--- src/rtl/vec_elem_seq.sv ---
module vec_elem_seq #(
  parameter int XLEN = 32,
  parameter int NREG = 32,
  localparam int AW  = $clog2(NREG),
  localparam int VLW = $clog2(XLEN + 1)
) (
  input  logic            clk,
  input  logic            rst_n,
  input  logic            start_i,
  input  logic [AW-1:0]   dst_i,
  input  logic [AW-1:0]   src1_i,
  input  logic [AW-1:0]   src2_i,
  input  logic [AW-1:0]   pred_i,
  input  logic [VLW-1:0]  gvl_i,
  input  logic [VLW-1:0]  dvl_i,
  input  logic [NREG-1:0] vtag_i,
  output logic [AW-1:0]   pred_addr_o,
  input  logic [XLEN-1:0] pred_data_i,
  output logic [AW-1:0]   rd1_addr_o,
  input  logic [XLEN-1:0] rd1_data_i,
  output logic [AW-1:0]   rd2_addr_o,
  input  logic [XLEN-1:0] rd2_data_i,
  output logic            wr_en_o,
  output logic [AW-1:0]   wr_addr_o,
  output logic [XLEN-1:0] wr_data_o,
  output logic            busy_o,
  output logic            done_o
);

  localparam logic [VLW-1:0] VL_MAX = VLW'(XLEN);

  logic            busy_q, done_q;
  logic [VLW-1:0]  idx_q, cnt_q;
  logic [AW-1:0]   dst_q, s1_q, s2_q;
  logic            vd_q, v1_q, v2_q;
  logic [XLEN-1:0] mask_q;
  logic [VLW-1:0]  vl_min, vl_eff;
  logic [AW-1:0]   step;
  logic            last;

  assign vl_min = (gvl_i < dvl_i) ? gvl_i : dvl_i;
  assign vl_eff = (vl_min > VL_MAX) ? VL_MAX : vl_min;
  assign step   = AW'(idx_q);
  assign last   = (idx_q == cnt_q - VLW'(1));

  assign pred_addr_o = pred_i;
  assign rd1_addr_o  = s1_q + (v1_q ? step : '0);
  assign rd2_addr_o  = s2_q + (v2_q ? step : '0);
  assign wr_addr_o   = dst_q + (vd_q ? step : '0);
  assign wr_data_o   = rd1_data_i + rd2_data_i;
  assign wr_en_o     = busy_q & mask_q[0];
  assign busy_o      = busy_q;
  assign done_o      = done_q;

  always_ff @(posedge clk) begin
    if (!rst_n) begin
      busy_q <= 1'b0;
      done_q <= 1'b0;
      idx_q  <= '0;
      cnt_q  <= '0;
      dst_q  <= '0;
      s1_q   <= '0;
      s2_q   <= '0;
      vd_q   <= 1'b0;
      v1_q   <= 1'b0;
      v2_q   <= 1'b0;
      mask_q <= '0;
    end else begin
      done_q <= 1'b0;
      if (!busy_q) begin
        if (start_i) begin
          dst_q  <= dst_i;
          s1_q   <= src1_i;
          s2_q   <= src2_i;
          vd_q   <= vtag_i[dst_i];
          v1_q   <= vtag_i[src1_i];
          v2_q   <= vtag_i[src2_i];
          mask_q <= pred_data_i;
          cnt_q  <= vl_eff;
          idx_q  <= '0;
          if (vl_eff == '0) done_q <= 1'b1;
          else              busy_q <= 1'b1;
        end
      end else begin
        idx_q  <= idx_q + VLW'(1);
        mask_q <= mask_q >> 1;
        if (last) begin
          busy_q <= 1'b0;
          done_q <= 1'b1;
        end
      end
    end
  end

  p_idx_bound_r1: assert property (@(posedge clk) disable iff (!rst_n)
    busy_o |-> (idx_q < cnt_q) && (cnt_q <= VL_MAX));

  p_one_step_r5: assert property (@(posedge clk) disable iff (!rst_n)
    busy_o && $past(busy_o) |-> idx_q == $past(idx_q) + VLW'(1));

  p_scalar_dst_r3: assert property (@(posedge clk) disable iff (!rst_n)
    busy_o && $past(busy_o) && !vd_q |-> wr_addr_o == $past(wr_addr_o));

  p_done_on_fall_r7: assert property (@(posedge clk) disable iff (!rst_n)
    $fell(busy_o) |-> done_o);

  p_done_idle_r7: assert property (@(posedge clk) disable iff (!rst_n)
    done_o |-> !busy_o);

  p_zero_len_r8: assert property (@(posedge clk) disable iff (!rst_n)
    start_i && !busy_o && (vl_eff == '0) |=> done_o && !busy_o && !wr_en_o);

  p_busy_latch_r6: assert property (@(posedge clk) disable iff (!rst_n)
    busy_o && $past(busy_o) |-> $stable(dst_q) && $stable(s1_q) && $stable(s2_q));

endmodule

--- config.mk ---
export PLATFORM = sky130hd
export DESIGN_NAME = vec_elem_seq
export DESIGN_NICKNAME = d
export VERILOG_FILES = /design/src/rtl/vec_elem_seq.sv
export SDC_FILE = /design/constraint.sdc
export NUM_CORES = 1
export LEC_CHECK = 0
export BUFFER_PORTS_ARGS = -buffer_cell sky130_fd_sc_hd__clkbuf_2
export CAP_MARGIN = 10
export CORE_ASPECT_RATIO = 0.8
export CORE_MARGIN = 2
export CORE_UTILIZATION = 46
export CTS_CLUSTER_DIAMETER = 80
export DETAILED_ROUTE_END_ITERATION = 8
export PLACE_DENSITY = 0.75
export SKIP_CTS_REPAIR_TIMING = 1
export SYNTH_ARGS = -nofsm -noshare
export SYNTH_HDL_FRONTEND = slang
export SYNTH_SLANG_ARGS = --single-unit
--- constraint.sdc ---
create_clock -name clk -period 6.1 [get_ports clk]
set_clock_uncertainty 0.1 [all_clocks]
set_input_delay 0.61 -clock clk [delete_from_list [all_inputs] [get_ports clk]]
set_output_delay 0.61 -clock clk [all_outputs]
set_load 0.02 [all_outputs]
-- Word-level counts from Yosys, hierarchy flattened
Cells that the tools add are included.
- add/subtract/negate cells: 6
- multiply operators: 0
- div/mod/pow operators: 0
- $lt $le $gt $ge: 5
- eq/ne operators: 1
- shift-type cells: 0
- muxes and demuxes: 23
- bitwise operators: 3
- reductions and logical operators: 4
- operators with widths (cell ; count):
    $mux W31 ; 2
    $add A32 B32 Y32 ; 1
    $mux W6 ; 4
    $lt A5 B6 Y1 const B ; 3
    $add A5 B5 Y5 ; 3
    $bmux W1 S5 ; 3
    $mux W5 ; 3
    $mux W1 ; 11
    $add A6 B1 Y6 const B ; 1
    $eq A6 B6 Y1 ; 1
    $gt A6 B6 Y1 const B ; 1
    $logic_not A6 Y1 ; 1
    $lt A6 B6 Y1 ; 1
    $sub A6 B1 Y6 const B ; 1
    $not A1 Y1 ; 2
    $reduce_and A2 Y1 ; 1
    $reduce_bool A2 Y1 ; 1
    $reduce_or A2 Y1 ; 1
    $and A1 B1 Y1 ; 1
- register bits after elaboration: 64
- latch bits: 0
- memory bits (writable): 0
- ROM bits: 0
- input bits: 163
- logic and storage cells: 54
- memories: 0

-- Longest topological paths before layout
Gate-level depths: netlist of the first run.
- depth in word-level cells: 8
- mapped depth: 12

-- Least setup slack after synthesis of the first run
No wires, ideal clock.
- path type: input to output
- start: input rd1_data_i[0]
- end: output wr_data_o[26]
- data arrival time: 2.855 ns
- required time: 5.390 ns
- slack: 2.535 ns
- cell stages on the path: 12
- cells stage by stage: ha_1 inv_1 fa_1 nor2b_1 o31a_1 o2111ai_2 nand2_1 o31ai_1 o21ba_2 o31a_4 nor2b_4 xnor2_1
- word-level cells in the longest chain between the ends: 1
- RTL lines (what ; line ; RTL):
    from (decl) ; 20 ; input logic [XLEN-1:0] rd1_data_i,
    $add A32 B32 Y32 ; 50 ; assign wr_data_o = rd1_data_i + rd2_data_i;
    to (decl) ; 25 ; output logic [XLEN-1:0] wr_data_o,
Every way passes these cells.

-- Worst setup path in the final report of the first run
- start: input rd1_data_i[0]
- end: output wr_data_o[30]
The elaborated chain is that of the path after synthesis.

==> flow_metrics.tcl, run 1 <==
set metrics [dict create \
    status "finished clean" \
    reg2reg_slack_ns 4.02 \
    die_area_um2 13800 \
    drv_cap 0 \
    tightest_slew_ns 1.08 \
    root_buffer "clkbuf_16" \
    drt_iter0_markers 252 \
    endpoint_kind "output port" \
    avgRoutedWirePerCell_um 13.8 \
    placementRows 37 \
    diodes 0 \
    yosys-top-cells-area "dfxtp_1, ha_1, mux4_2" \
    numPlacedInstances 1030 \
    grt_pass1_wl_mm 23.3 \
    max_slew_margin_pct 27.8 \
    place_congestion 0.881 \
    synthCells 686 \
    r2r_cells 8 \
    drive_above_1_share_pct 30.7 \
    path_class "in2out" \
    drc 0 \
    dp_hpwl_mm 11.4 \
    core_um2 12700 \
    drt_wl_total_mm 14.4 \
    cts_sinks 64 \
    ir_drop_v 0.000121 \
    final_cell_mix "clkbuf_2, nand2_1, dfxtp_1" \
    vias_per_cell 5.27 \
    io_pins 218 \
    start_util_pct 46.6 \
    worstPathArrival_ns 3.03 \
    max_freq_mhz 267 \
    clk_pin_slew_ns 0.05 \
    fin_area_um2 7330 \
    syn-cell-area_um2 5920 \
    clk_latency_ns 0.32 \
    stdcell_count 1046 \
    vias 5512 \
    finalWorstSetupSlack_ns 2.36 \
    synth_seq_area_share_pct 21.7 \
    tritoncts "done" \
    syn_nets 903 \
    slew_violations 0 \
    fin_crit_sh_pct 61.4 \
    setup_tns_ns 0 \
    clockBufferDepth 2 \
    cts_buffers 9 \
    hold_violations 0 \
    worstPathMaxFanout 3 \
    die_w_um 131 \
    grt_pass1_vias 5122 \
    grt_max_degree 76 \
    p_leak_nw 3.64 \
    min_period_ns 3.74 \
    ys_seq_elements 64 \
    rsz0062_at_grt "no" \
    grt_usage_pct 20.8 \
    overflow 0 \
    yosys_warnings 0 \
    area_delta_synth_final_pct 23.9 \
    final_common_cell "clkbuf_2" \
    p_per_area_nw_per_um2 207 \
    cts_max_level 3 \
    critPathLaunchType "input pin" \
    synth_area_leader_cell "dfxtp_1" \
    dpl_cell_area_um2 7020 \
    antenna_found_initial 0 \
    setup_violations 0 \
    hp-class "reg2reg" \
    ant_nets 0 \
    ys_types 56 \
    fin_nets 1083 \
    avgSynthCellArea_um2 8.62 \
    die_h_um 105 \
    finalPower_w 0.00152 \
    post-place-ws_ns 2.36 \
    yosysTopAreaCellShare_pct 21.7 \
    required_ns 5.39 \
    drt_pre_antenna_iters 5 \
    portBuffers 207 \
    whs_path_depth 2 \
]
==> cells in the mapped netlist (all sizes together) <==
cell type,n
nor3b,2
a21o,27
or3,5
o211ai,6
o21ai,44
nor2b,6
a31oi,3
o21a,5
o22ai,1
o211a,5
xor2,14
nor3,9
and2,44
xnor2,36
o2111ai,1
a21boi,19
a311o,4
ha,50
nand2b,3
nand3,10
a2111oi,1
nand4,9
o31a,2
o41ai,1
nor2,20
inv,32
mux2,1
and2b,1
buf,14
dfxtp,64
a211oi,2
nand2,90
o21ba,2
a22oi,1
a21oi,34
fa,4
mux4,27
o221ai,1
nor4,4
or2,1
clkbuf,27
mux2i,45
and3,4
o31ai,2
or4,3
==> flip-flops by register name, indices dropped and copies added (netlist names) <==
| name | count |
|---|---|
| mask_q | 32 |
| cnt_q | 6 |
| idx_q | 6 |
| dst_q | 5 |
| s1_q | 5 |
| s2_q | 5 |
| busy_o | 1 |
| done_o | 1 |
| v1_q | 1 |
| v2_q | 1 |
| vd_q | 1 |
==> power by group <==
part           internal (W)  switching (W)
logic              0.000233       0.000289
registers          0.000443      0.0000165
clock network      0.000358       0.000180
total               0.00103       0.000486
==> cells by family (layout without fill, tap and decap cells) <==
| kind of cell | Yosys count | count (layout) | share of synthesized area, % |
|---|---|---|---|
| compound gates | 161 | 161 | 18.3 |
| xor+xnor | 50 | 50 | 7.40 |
| fa+ha+maj | 54 | 54 | 11.9 |
| buf+inv | 73 | 258 | 5.03 |
| flops | 64 | 64 | 21.7 |
| mux | 73 | 73 | 18.1 |
| simple gates | 211 | 211 | 17.6 |
==> path summary, 6_finish.rpt <==
path,startpoint,end
hold / removal,dst_q[2],dst_q[2]
setup reg to reg,cnt_q[0],busy_o
hold reg to reg,dst_q[2],dst_q[2]
setup / recovery,rd1_data_i[0],wr_data_o[30]
==> critical path, stage by stage <==
cell and delay [ns]:
clkbuf_2 0.08, ha_1 0.16, inv_1 0.05, fa_1 0.39
nor2b_1 0.15, o31a_1 0.18, o2111ai_2 0.13, nand2_1 0.12
o31ai_1 0.08, o21ba_2 0.24, o31a_4 0.35, a21boi_2 0.16
xor2_1 0.15, clkbuf_2 0.18
==> final cells by class <==
cell class                      count  area (µm²)
Clock buffer                       11         233
Clock inverter                      5        81.3
Sequential cell                    64        1280
Timing Repair Buffer              210        1060
Tap cell                          175         219
Multi-Input combinational cell    549        4340
Fill cell                        1246        5350
Inverter                           32         120
==> metal layers <==
layer | part of all wire [%] | global-route usage, %
met4 | 0.85 | 5.40
met2 | 48 | 35.5
met3 | 6.7 | 4.06
met5 | 0 | 0
met1 | 45 | 26.9
==> stage by stage <==
stage / util, % / hold slack [ns]
after floorplan: - / 0.348
after global placement: 55.3 / 0.365
after detailed placement: 55.3 / 0.369
after CTS: 57.8 / 0.377
after global routing: 57.8 / 0.396
final: 57.8 / 0.373
Power figures use the tool's default switching activity.
==> run 2: changes to the inputs <==
==> constraint.sdc (replaced) <==
create_clock -name clk -period 3.7 [get_ports clk]
set_clock_uncertainty 0.1 [all_clocks]
set_input_delay 0.37 -clock clk [delete_from_list [all_inputs] [get_ports clk]]
set_output_delay 0.37 -clock clk [all_outputs]
set_load 0.02 [all_outputs]
==> run 2 against run 1 <==
First-iteration DRC count rose by 27%. Sequential power is 66% higher. Largest power group unchanged. Via count decreased by 0.67%. Highest routed layer unchanged.
==> flow_metrics.tcl, run 2 (synthesis results as in run 1) <==
set metrics [dict create \
    status "finished clean" \
    clk_pin_slew_ns 0.06 \
    cp_cell_sequence "clkbuf_2, ha_1, inv_1, fa_1, nor2b_1, o31a_1, o2111ai_2, nand2_1, o31ai_1, o21ba_2, o31a_4, a21boi_2, xor2_1, clkbuf_2" \
    reg2reg_slack_ns 1.58 \
    cp_top_family "compound AO/OA/AOI/OAI gates" \
    final_common_cell "clkbuf_2" \
    path_class "in2out" \
    cp_slowest_cell "fa_1" \
    crit_cells 14 \
    core_um2 12700 \
    place_congestion 0.891 \
    whs_path_depth 3 \
    tightest_slew_ns 0.917 \
    largest_register_ffs 32 \
    clk_latency_ns 0.32 \
    critPathLaunchType "input pin" \
    rr_startpoint "busy_o" \
    die_area_um2 13800 \
    p_per_area_nw_per_um2 337 \
    fin_nets 1084 \
    dpl_cell_area_um2 7020 \
    cts_sinks 64 \
    slew_violations 0 \
    drive_above_1_share_pct 31.0 \
    r2r_end "idx_q[5]" \
    ant_nets 0 \
    placementRows 37 \
    cts_max_level 3 \
    clockBufferDepth 2 \
    worst_path_most_repeated_cell "clkbuf_2" \
    io_pins 218 \
    drt_wl_total_mm 14.1 \
    grt_max_degree 43 \
    drv_cap 0 \
    fin_crit_sh_pct 88.3 \
    grt_pass1_wl_mm 23.3 \
    ir_drop_v 0.000228 \
    root_buffer "clkbuf_16" \
    grt_pass1_vias 5042 \
    hp-class "in2reg" \
    regMostFlops "mask_q" \
    max_slew_margin_pct 38.9 \
    required_ns 3.23 \
    avgRoutedWirePerCell_um 13.4 \
    dp_hpwl_mm 11.3 \
    slowest_delay_ns 0.39 \
    vias_per_cell 5.23 \
    cp_num_buf_inv 3 \
    area_delta_synth_final_pct 23.9 \
    overflow 0 \
    portBuffers 207 \
    endpoint_kind "output port" \
    fin_area_um2 7330 \
    r2r_cells 3 \
    final_cell_mix "clkbuf_2, nand2_1, dfxtp_1" \
    p_leak_nw 3.64 \
    setup_violations 0 \
    antenna_found_initial 0 \
    vias 5475 \
    die_w_um 131 \
    cts_buffers 9 \
    drt_iter0_markers 319 \
    drc 0 \
    grt_usage_pct 20.6 \
    start_util_pct 46.6 \
    hold_violations 0 \
    die_h_um 105 \
    setup_tns_ns 0 \
    diodes 0 \
    reg_top3 "mask_q x32, cnt_q x6, idx_q x6" \
    drt_pre_antenna_iters 4 \
    worstPathMaxFanout 3 \
    min_period_ns 3.27 \
    hp-start "src1_i[4]" \
    fillCellCount 1172 \
    rsz0062_at_grt "no" \
    min_delay_worst_endpoint "s1_q[4]" \
    max_freq_mhz 306 \
    worstPathArrival_ns 2.80 \
    tritoncts "done" \
]
## run 2: cell count changes in the layout (fill, tap and decap cells not counted), sizes merged
cell	change
inv	+1
clkinvlp	+1
bufinv	-1
buf	+1
clkbuf	-1
## run 2: routing by layer
layer  GRT usage, %  up-vias  wire length, µm
li1               -     2813                -
met1           27.2     2466             6410
met2           34.8      185             6530
met3           4.72       11             1020
met4           3.42        0              103
met5              0        -                0
## run 2: how the worst max path moves through the flow
stage                             start       endpoint  slack [ns]
after CTS                 rd1_data_i[0]  wr_data_o[30]        0.42
after global routing      rd1_data_i[6]  wr_data_o[17]        0.23
final                     rd1_data_i[0]  wr_data_o[30]        0.43
after global placement    rd1_data_i[0]  wr_data_o[28]        0.47
after floorplan           rd1_data_i[0]  wr_data_o[26]        0.62
after detailed placement  rd1_data_i[0]  wr_data_o[30]        0.43
## run 2: tightest hold or removal path: stages
cell      delay (ns)
clkbuf_2        0.10
nand2_1         0.05
a21boi_0        0.06
## run 2: through the flow
step | power [W] | instances | hold slack, ns | utilization (%) | setup WS (ns)
global placement | 0.00162 | 1031 | 0.360 | 55.4 | 0.471
CTS | 0.00250 | 1047 | 0.194 | 57.8 | 0.424
global route | 0.00261 | 1047 | 0.214 | 57.8 | 0.230
finish | 0.00247 | 1047 | 0.203 | 57.8 | 0.432
floorplan | 0.00137 | 686 | 0.348 | - | 0.615
detailed placement | 0.00163 | 1031 | 0.363 | 55.4 | 0.430
## run 2: report_power, final
group	internal [W]	leakage (nW)	switching, W	total (W)
Clock	0.000541	0.145	0.000312	0.000853
Sequential	0.000731	0.525	0.0000343	0.000765
Combinational	0.000384	2.97	0.000467	0.000851
## run 2: area by class of cell
class,count,area [µm²],share of cell area (%)
inverters,32,120,1.64
multi-input cells,549,4340,59.2
well taps,175,219,2.99
repair buffers,211,1070,14.5
clock buffers,10,239,3.26
flip-flops and latches,64,1280,17.5
clock inverters,6,67.6,0.922
